### src/rtl/mpr_pkg.sv
package mpr_pkg;

    typedef enum logic [2:0] {
        ST_IDLE,
        ST_START,
        ST_DATA,
        ST_FLAG,
        ST_STOP
    } rx_state_t;

    typedef enum logic [2:0] {
        ACT_NONE,
        ACT_FERR,
        ACT_DROP,
        ACT_OVR,
        ACT_LOAD
    } rx_action_t;

endpackage

### src/rtl/mpr_sync.sv
module mpr_sync #(
    parameter int STAGES = 2
) (
    input  logic clk,
    input  logic rst_n,
    input  logic din,
    output logic dout
);
    logic [STAGES-1:0] pipe;

    always_ff @(posedge clk) begin
        if (!rst_n) begin
            pipe <= '1;
        end else begin
            pipe <= {pipe[STAGES-2:0], din};
        end
    end

    assign dout = pipe[STAGES-1];
endmodule

### src/rtl/mpr_deframer.sv
module mpr_deframer
    import mpr_pkg::*;
#(
    parameter int DATA_W = 8,
    parameter int OVS    = 16
) (
    input  logic              clk,
    input  logic              rst_n,
    input  logic              os_tick,
    input  logic              line_s,
    output logic              chr_done,
    output logic              chr_stop_ok,
    output logic              chr_flag,
    output logic [DATA_W-1:0] chr_data
);
    localparam int CNT_W  = $clog2(OVS);
    localparam int BIT_W  = (DATA_W > 1) ? $clog2(DATA_W) : 1;
    localparam int HALF   = OVS / 2;
    localparam logic [CNT_W-1:0] CNT_HALF = CNT_W'(HALF - 1);
    localparam logic [CNT_W-1:0] CNT_FULL = CNT_W'(OVS - 1);
    localparam logic [BIT_W-1:0] BIT_LAST = BIT_W'(DATA_W - 1);

    rx_state_t          state_q, state_d;
    logic [CNT_W-1:0]   os_cnt;
    logic [BIT_W-1:0]   bit_idx;
    logic [DATA_W-1:0]  shreg;
    logic               mid_half;
    logic               mid_full;

    assign mid_half = os_tick && (os_cnt == CNT_HALF);
    assign mid_full = os_tick && (os_cnt == CNT_FULL);

    // state register
    always_ff @(posedge clk) begin
        if (!rst_n) begin
            state_q <= ST_IDLE;
        end else begin
            state_q <= state_d;
        end
    end

    // transitions
    always_comb begin
        state_d = state_q;
        unique case (state_q)
            ST_IDLE: begin
                if (os_tick && !line_s) state_d = ST_START;
            end
            ST_START: begin
                if (mid_half) state_d = line_s ? ST_IDLE : ST_DATA;
            end
            ST_DATA: begin
                if (mid_full && (bit_idx == BIT_LAST)) state_d = ST_FLAG;
            end
            ST_FLAG: begin
                if (mid_full) state_d = ST_STOP;
            end
            ST_STOP: begin
                if (mid_full) state_d = ST_IDLE;
            end
            default: state_d = ST_IDLE;
        endcase
    end

    // datapath and outputs
    always_ff @(posedge clk) begin
        if (!rst_n) begin
            os_cnt      <= '0;
            bit_idx     <= '0;
            shreg       <= '0;
            chr_done    <= 1'b0;
            chr_stop_ok <= 1'b0;
            chr_flag    <= 1'b0;
            chr_data    <= '0;
        end else begin
            chr_done <= 1'b0;
            unique case (state_q)
                ST_IDLE: begin
                    os_cnt  <= '0;
                    bit_idx <= '0;
                end
                ST_START: begin
                    if (os_tick) begin
                        os_cnt <= mid_half ? '0 : os_cnt + 1'b1;
                    end
                end
                ST_DATA: begin
                    if (os_tick) begin
                        os_cnt <= mid_full ? '0 : os_cnt + 1'b1;
                    end
                    if (mid_full) begin
                        shreg   <= {line_s, shreg[DATA_W-1:1]};
                        bit_idx <= bit_idx + 1'b1;
                    end
                end
                ST_FLAG: begin
                    if (os_tick) begin
                        os_cnt <= mid_full ? '0 : os_cnt + 1'b1;
                    end
                    if (mid_full) chr_flag <= line_s;
                end
                ST_STOP: begin
                    if (os_tick) begin
                        os_cnt <= mid_full ? '0 : os_cnt + 1'b1;
                    end
                    if (mid_full) begin
                        chr_done    <= 1'b1;
                        chr_stop_ok <= line_s;
                        chr_data    <= shreg;
                    end
                end
                default: os_cnt <= '0;
            endcase
        end
    end
endmodule

### src/rtl/mpr_hostregs.sv
module mpr_hostregs
    import mpr_pkg::*;
#(
    parameter int   DATA_W    = 8,
    parameter logic ARM_RESET = 1'b0
) (
    input  logic              clk,
    input  logic              rst_n,
    input  logic              chr_done,
    input  logic              chr_stop_ok,
    input  logic              chr_flag,
    input  logic [DATA_W-1:0] chr_data,
    input  logic              rx_ack,
    input  logic              arm_req,
    input  logic              err_ack,
    output logic [DATA_W-1:0] rx_byte,
    output logic              rx_avail,
    output logic              last_flag,
    output logic              filt_armed,
    output logic              frame_err,
    output logic              overrun
);
    rx_action_t act;
    logic       avail_eff;

    // a same-cycle acknowledge frees the holding register
    assign avail_eff = rx_avail && !rx_ack;

    always_comb begin
        act = ACT_NONE;
        if (chr_done) begin
            if (!chr_stop_ok)                act = ACT_FERR;
            else if (filt_armed && !chr_flag) act = ACT_DROP;
            else if (avail_eff)              act = ACT_OVR;
            else                             act = ACT_LOAD;
        end
    end

    always_ff @(posedge clk) begin
        if (!rst_n) begin
            rx_byte    <= '0;
            rx_avail   <= 1'b0;
            last_flag  <= 1'b0;
            filt_armed <= ARM_RESET;
            frame_err  <= 1'b0;
            overrun    <= 1'b0;
        end else begin
            if (rx_ack)  rx_avail <= 1'b0;
            if (err_ack) begin
                frame_err <= 1'b0;
                overrun   <= 1'b0;
            end
            unique case (act)
                ACT_NONE: ;
                ACT_FERR: frame_err <= 1'b1;
                ACT_DROP: ;
                ACT_OVR:  overrun <= 1'b1;
                ACT_LOAD: begin
                    rx_byte   <= chr_data;
                    last_flag <= chr_flag;
                    rx_avail  <= 1'b1;
                    if (filt_armed) filt_armed <= 1'b0;
                end
                default: ;
            endcase
            // software arming takes precedence over the hardware clear
            if (arm_req) filt_armed <= 1'b1;
        end
    end
endmodule

### src/rtl/mp_uart_rx.sv
module mp_uart_rx #(
    parameter int   DATA_W    = 8,
    parameter int   OVS       = 16,
    parameter int   SYNC_LEN  = 2,
    parameter logic ARM_RESET = 1'b0
) (
    input  logic              clk,
    input  logic              rst_n,
    input  logic              os_tick,
    input  logic              line_in,
    input  logic              rx_ack,
    input  logic              arm_req,
    input  logic              err_ack,
    input  logic              irq_en,
    output logic [DATA_W-1:0] rx_byte,
    output logic              rx_avail,
    output logic              last_flag,
    output logic              filt_armed,
    output logic              frame_err,
    output logic              overrun,
    output logic              irq
);
    logic              line_s;
    logic              chr_done;
    logic              chr_stop_ok;
    logic              chr_flag;
    logic [DATA_W-1:0] chr_data;

    mpr_sync #(.STAGES(SYNC_LEN)) sync_i (
        .clk  (clk),
        .rst_n(rst_n),
        .din  (line_in),
        .dout (line_s)
    );

    mpr_deframer #(.DATA_W(DATA_W), .OVS(OVS)) defr_i (
        .clk        (clk),
        .rst_n      (rst_n),
        .os_tick    (os_tick),
        .line_s     (line_s),
        .chr_done   (chr_done),
        .chr_stop_ok(chr_stop_ok),
        .chr_flag   (chr_flag),
        .chr_data   (chr_data)
    );

    mpr_hostregs #(.DATA_W(DATA_W), .ARM_RESET(ARM_RESET)) regs_i (
        .clk        (clk),
        .rst_n      (rst_n),
        .chr_done   (chr_done),
        .chr_stop_ok(chr_stop_ok),
        .chr_flag   (chr_flag),
        .chr_data   (chr_data),
        .rx_ack     (rx_ack),
        .arm_req    (arm_req),
        .err_ack    (err_ack),
        .rx_byte    (rx_byte),
        .rx_avail   (rx_avail),
        .last_flag  (last_flag),
        .filt_armed (filt_armed),
        .frame_err  (frame_err),
        .overrun    (overrun)
    );

    assign irq = rx_avail && irq_en;
endmodule

### config.mk
export PLATFORM = sky130hd
export DESIGN_NAME = mp_uart_rx
export DESIGN_NICKNAME = d
export VERILOG_FILES = /design/src/rtl/mpr_pkg.sv /design/src/rtl/mpr_sync.sv /design/src/rtl/mpr_deframer.sv /design/src/rtl/mpr_hostregs.sv /design/src/rtl/mp_uart_rx.sv
export SDC_FILE = /design/constraint.sdc
export NUM_CORES = 1
export LEC_CHECK = 0
export ABC_AREA = 1
export CAP_MARGIN = 20
export CORE_MARGIN = 2
export CORE_UTILIZATION = 43
export DETAILED_ROUTE_END_ITERATION = 16
export PLACE_DENSITY = 0.6
export SLEW_MARGIN = 20
export SYNTH_ARGS = -nofsm -noshare
export SYNTH_HDL_FRONTEND = slang
export SYNTH_SLANG_ARGS = --single-unit
### constraint.sdc
create_clock -name clk -period 1.7 [get_ports clk]
set_input_delay 0.255 -clock clk [delete_from_list [all_inputs] [get_ports clk]]
set_output_delay 0.255 -clock clk [all_outputs]
set_load 0.01 [all_outputs]
==> run metrics <==
vias in the first global route=1346; RR Startpoint=defr_i.os_cnt[0]$_SDFFE_PN0P_; wl on met1=1707 um; library cells used by synthesis=27; P&R area growth vs syn=21.78%; Post-Place Cell Area=2061 um2; Fmax=635.6 MHz; Synth Net Count=243; Crit path arrival time=1.32 ns; count of flip-flops with a built-in enable after synthesis=0; status=completed; Final period util=92.55%; hold_ws=0.4160 ns; CP Max Fanout=1; DR top layer=met4; CTS tree=done; min-delay src=sync_i.pipe[0]$_SDFF_PN1_; Worst Max-Slew Pin Slew=0.3482 ns; layout cells sized above 1=11.58%; vias post-DR=1479; Lkg Pwr=0.8567 nW; RSZ-0062 raised after global routing=no; wire per inst=10.61 um; Seq/Total Area, Yosys=49.30%; post-CTS setup repair buffer count=0; crit path launch=irq_en; Starting Density=44.67%; DR vias/cell=4.786; final hold violation count=0; Setup violations, final=0; global router's overall resource usage=16.95%; Pins Over Slew Limit=0; Core Area=4000 um2; cell area after layout=2176 um2; GPL Wtd Cong=0.8219; worst skew pair latency=0.30 ns; post-CTS resize count=0; met2 wire len=1344 um; largest net degree at the start of global routing=19; CTS max path bufs=2; pwr dens=917.8 nW/um2; Post-CTS Hold Buffers=0; CP Capture Type=output pin; final setup skew=0.007072 ns; Yosys top cell by area=dfxtp_1; input/output buffers=21; area share of the largest cell type after synthesis=49.30%; nets=269; CP Data Required Time=1.44 ns; CTS Root Buffer Type=clkbuf_8; fin crit period=1.573 ns; total congestion overflow=0; CTS buffer count=5; top post-synthesis cells by area=dfxtp_1 49%, nor2_1 9.7%, nand2_1 7.6%; clock sink total=44; Ant. Diodes=0; Post-Syn Area=1787 um2; Mapped Avg Cell Area=7.701 um2; Worst-path clk slew=0.08 ns; first-pass GRT wire length=5892 um; Mapped Cells=232; routed wl met3=165 um; DR pass1 iterations=4; Die Area=4687 um2; initial antenna violation count=0; fill count=422; HPWL Detailed=2418 um; FFs w/ async S/R, synth=0%; Routed WL=3280 um; Yosys Warn Count=0; height of the die=68.46 um; most frequent cells in the layout=46 x nor2_1, 44 x dfxtp_1, 36 x nand2_1; Max-Cap Viols=0; maximum vdd drop=387.2 uV; type of origin of the critical path=primary input; Die W=68.46 um; hold crit path type=reg2reg; Final TNS setup=0 ns; # IOs=22; number of routed nets with antenna violations=0; register bit total from synthesis=44; commonest non-fill, non-tap cell in the layout=nor2_1; ys flop type=dfxtp_1; H-tree Lvls=2; DRT iter0 DRCs=62; Row Count=23; worst rel slew slack=76.73%; crit path kind=in2out; Remaining DRCs=0
cell type report:
cell class	count	area, um2	area share (%)
tap	50	62.56	2.875
sequential	44	880.8	40.48
clock buffer	5	68.82	3.163
inverter	17	63.81	2.933
clock inverter	3	46.29	2.128
multi-input combinational	161	783.3	36.00
timing repair buffer	29	270.3	12.42
cells by family (layout without fill, tap and decap cells):
kind of cell             after synthesis  after routing  share of synthesized area (%)
XOR/XNOR                               1              1                         0.4903
flip-flops                            44             44                          49.30
buffers and inverters                 27             54                          6.863
AND/OR/NAND/NOR                      110            110                          27.66
adder cells (fa/ha/maj)                3              3                          2.101
AO/OA/AOI/OAI                         47             47                          13.59
final timing paths:
kind | cells past startpoint | to | slack (ns)
max | 4 | irq | 0.13
min | 1 | sync_i.pipe[1]$_SDFF_PN1_ | 0.42
max reg2reg | 7 | defr_i.chr_data[5]$_SDFFE_PN0P_ | 0.23
min reg2reg | 1 | sync_i.pipe[1]$_SDFF_PN1_ | 0.42
through the flow:
stage	utilization [%]	setup WS (ns)	std cells	total power [W]
after floorplan	-	0.3978	232	0.001158
after global placement	51.52	0.05589	301	0.001202
after detailed placement	51.52	0.03562	301	0.001203
after CTS	54.39	0.1244	309	0.002024
after global routing	54.39	0.04435	309	0.002090
final	54.39	0.1267	309	0.001997
critical path, cell delays in order:
cell	delay, ns
clkdlybuf4s50_1	0.46
nand2_1	0.05
inv_1	0.04
clkdlybuf4s50_1	0.52
flip-flops by register name, indices dropped and copies added, names as in the netlist, 2 cells and up:
| signal | cells |
|---|---|
| defr_i.bit_idx | 3 |
| defr_i.chr_data | 8 |
| defr_i.os_cnt | 4 |
| defr_i.shreg | 8 |
| defr_i.state_q | 3 |
| regs_i.rx_byte | 8 |
| sync_i.pipe | 2 |
Yosys cell counts, types with 2 or more instances:
library cell,instances
inv_1,14
buf_2,2
inv_2,3
buf_6,2
o21ai_1,9
a21oi_1,22
clkbuf_1,5
nand3_1,13
o21ai_0,14
or2_2,2
nand2_2,3
nand4_1,3
dfxtp_1,44
nor2_1,46
ha_1,3
nand2_1,36
layer usage:
layer,vias to the layer above,GRT usage (%)
met5,-,0
met4,0,7.500
met1,638,21.56
li1,809,-
met2,25,26.08
met3,7,5.428
where the power goes:
group	leakage [nW]	switching [W]	internal, W	total (W)
logic	0.447	0.0000735	0.0000536	0.000127
registers	0.355	0.0000116	0.00104	0.00105
clock network	0.0548	0.000376	0.000443	0.000819
total	0.857	0.000461	0.00154	0.00200
Note: power is estimated with default switching activity, not from simulation.
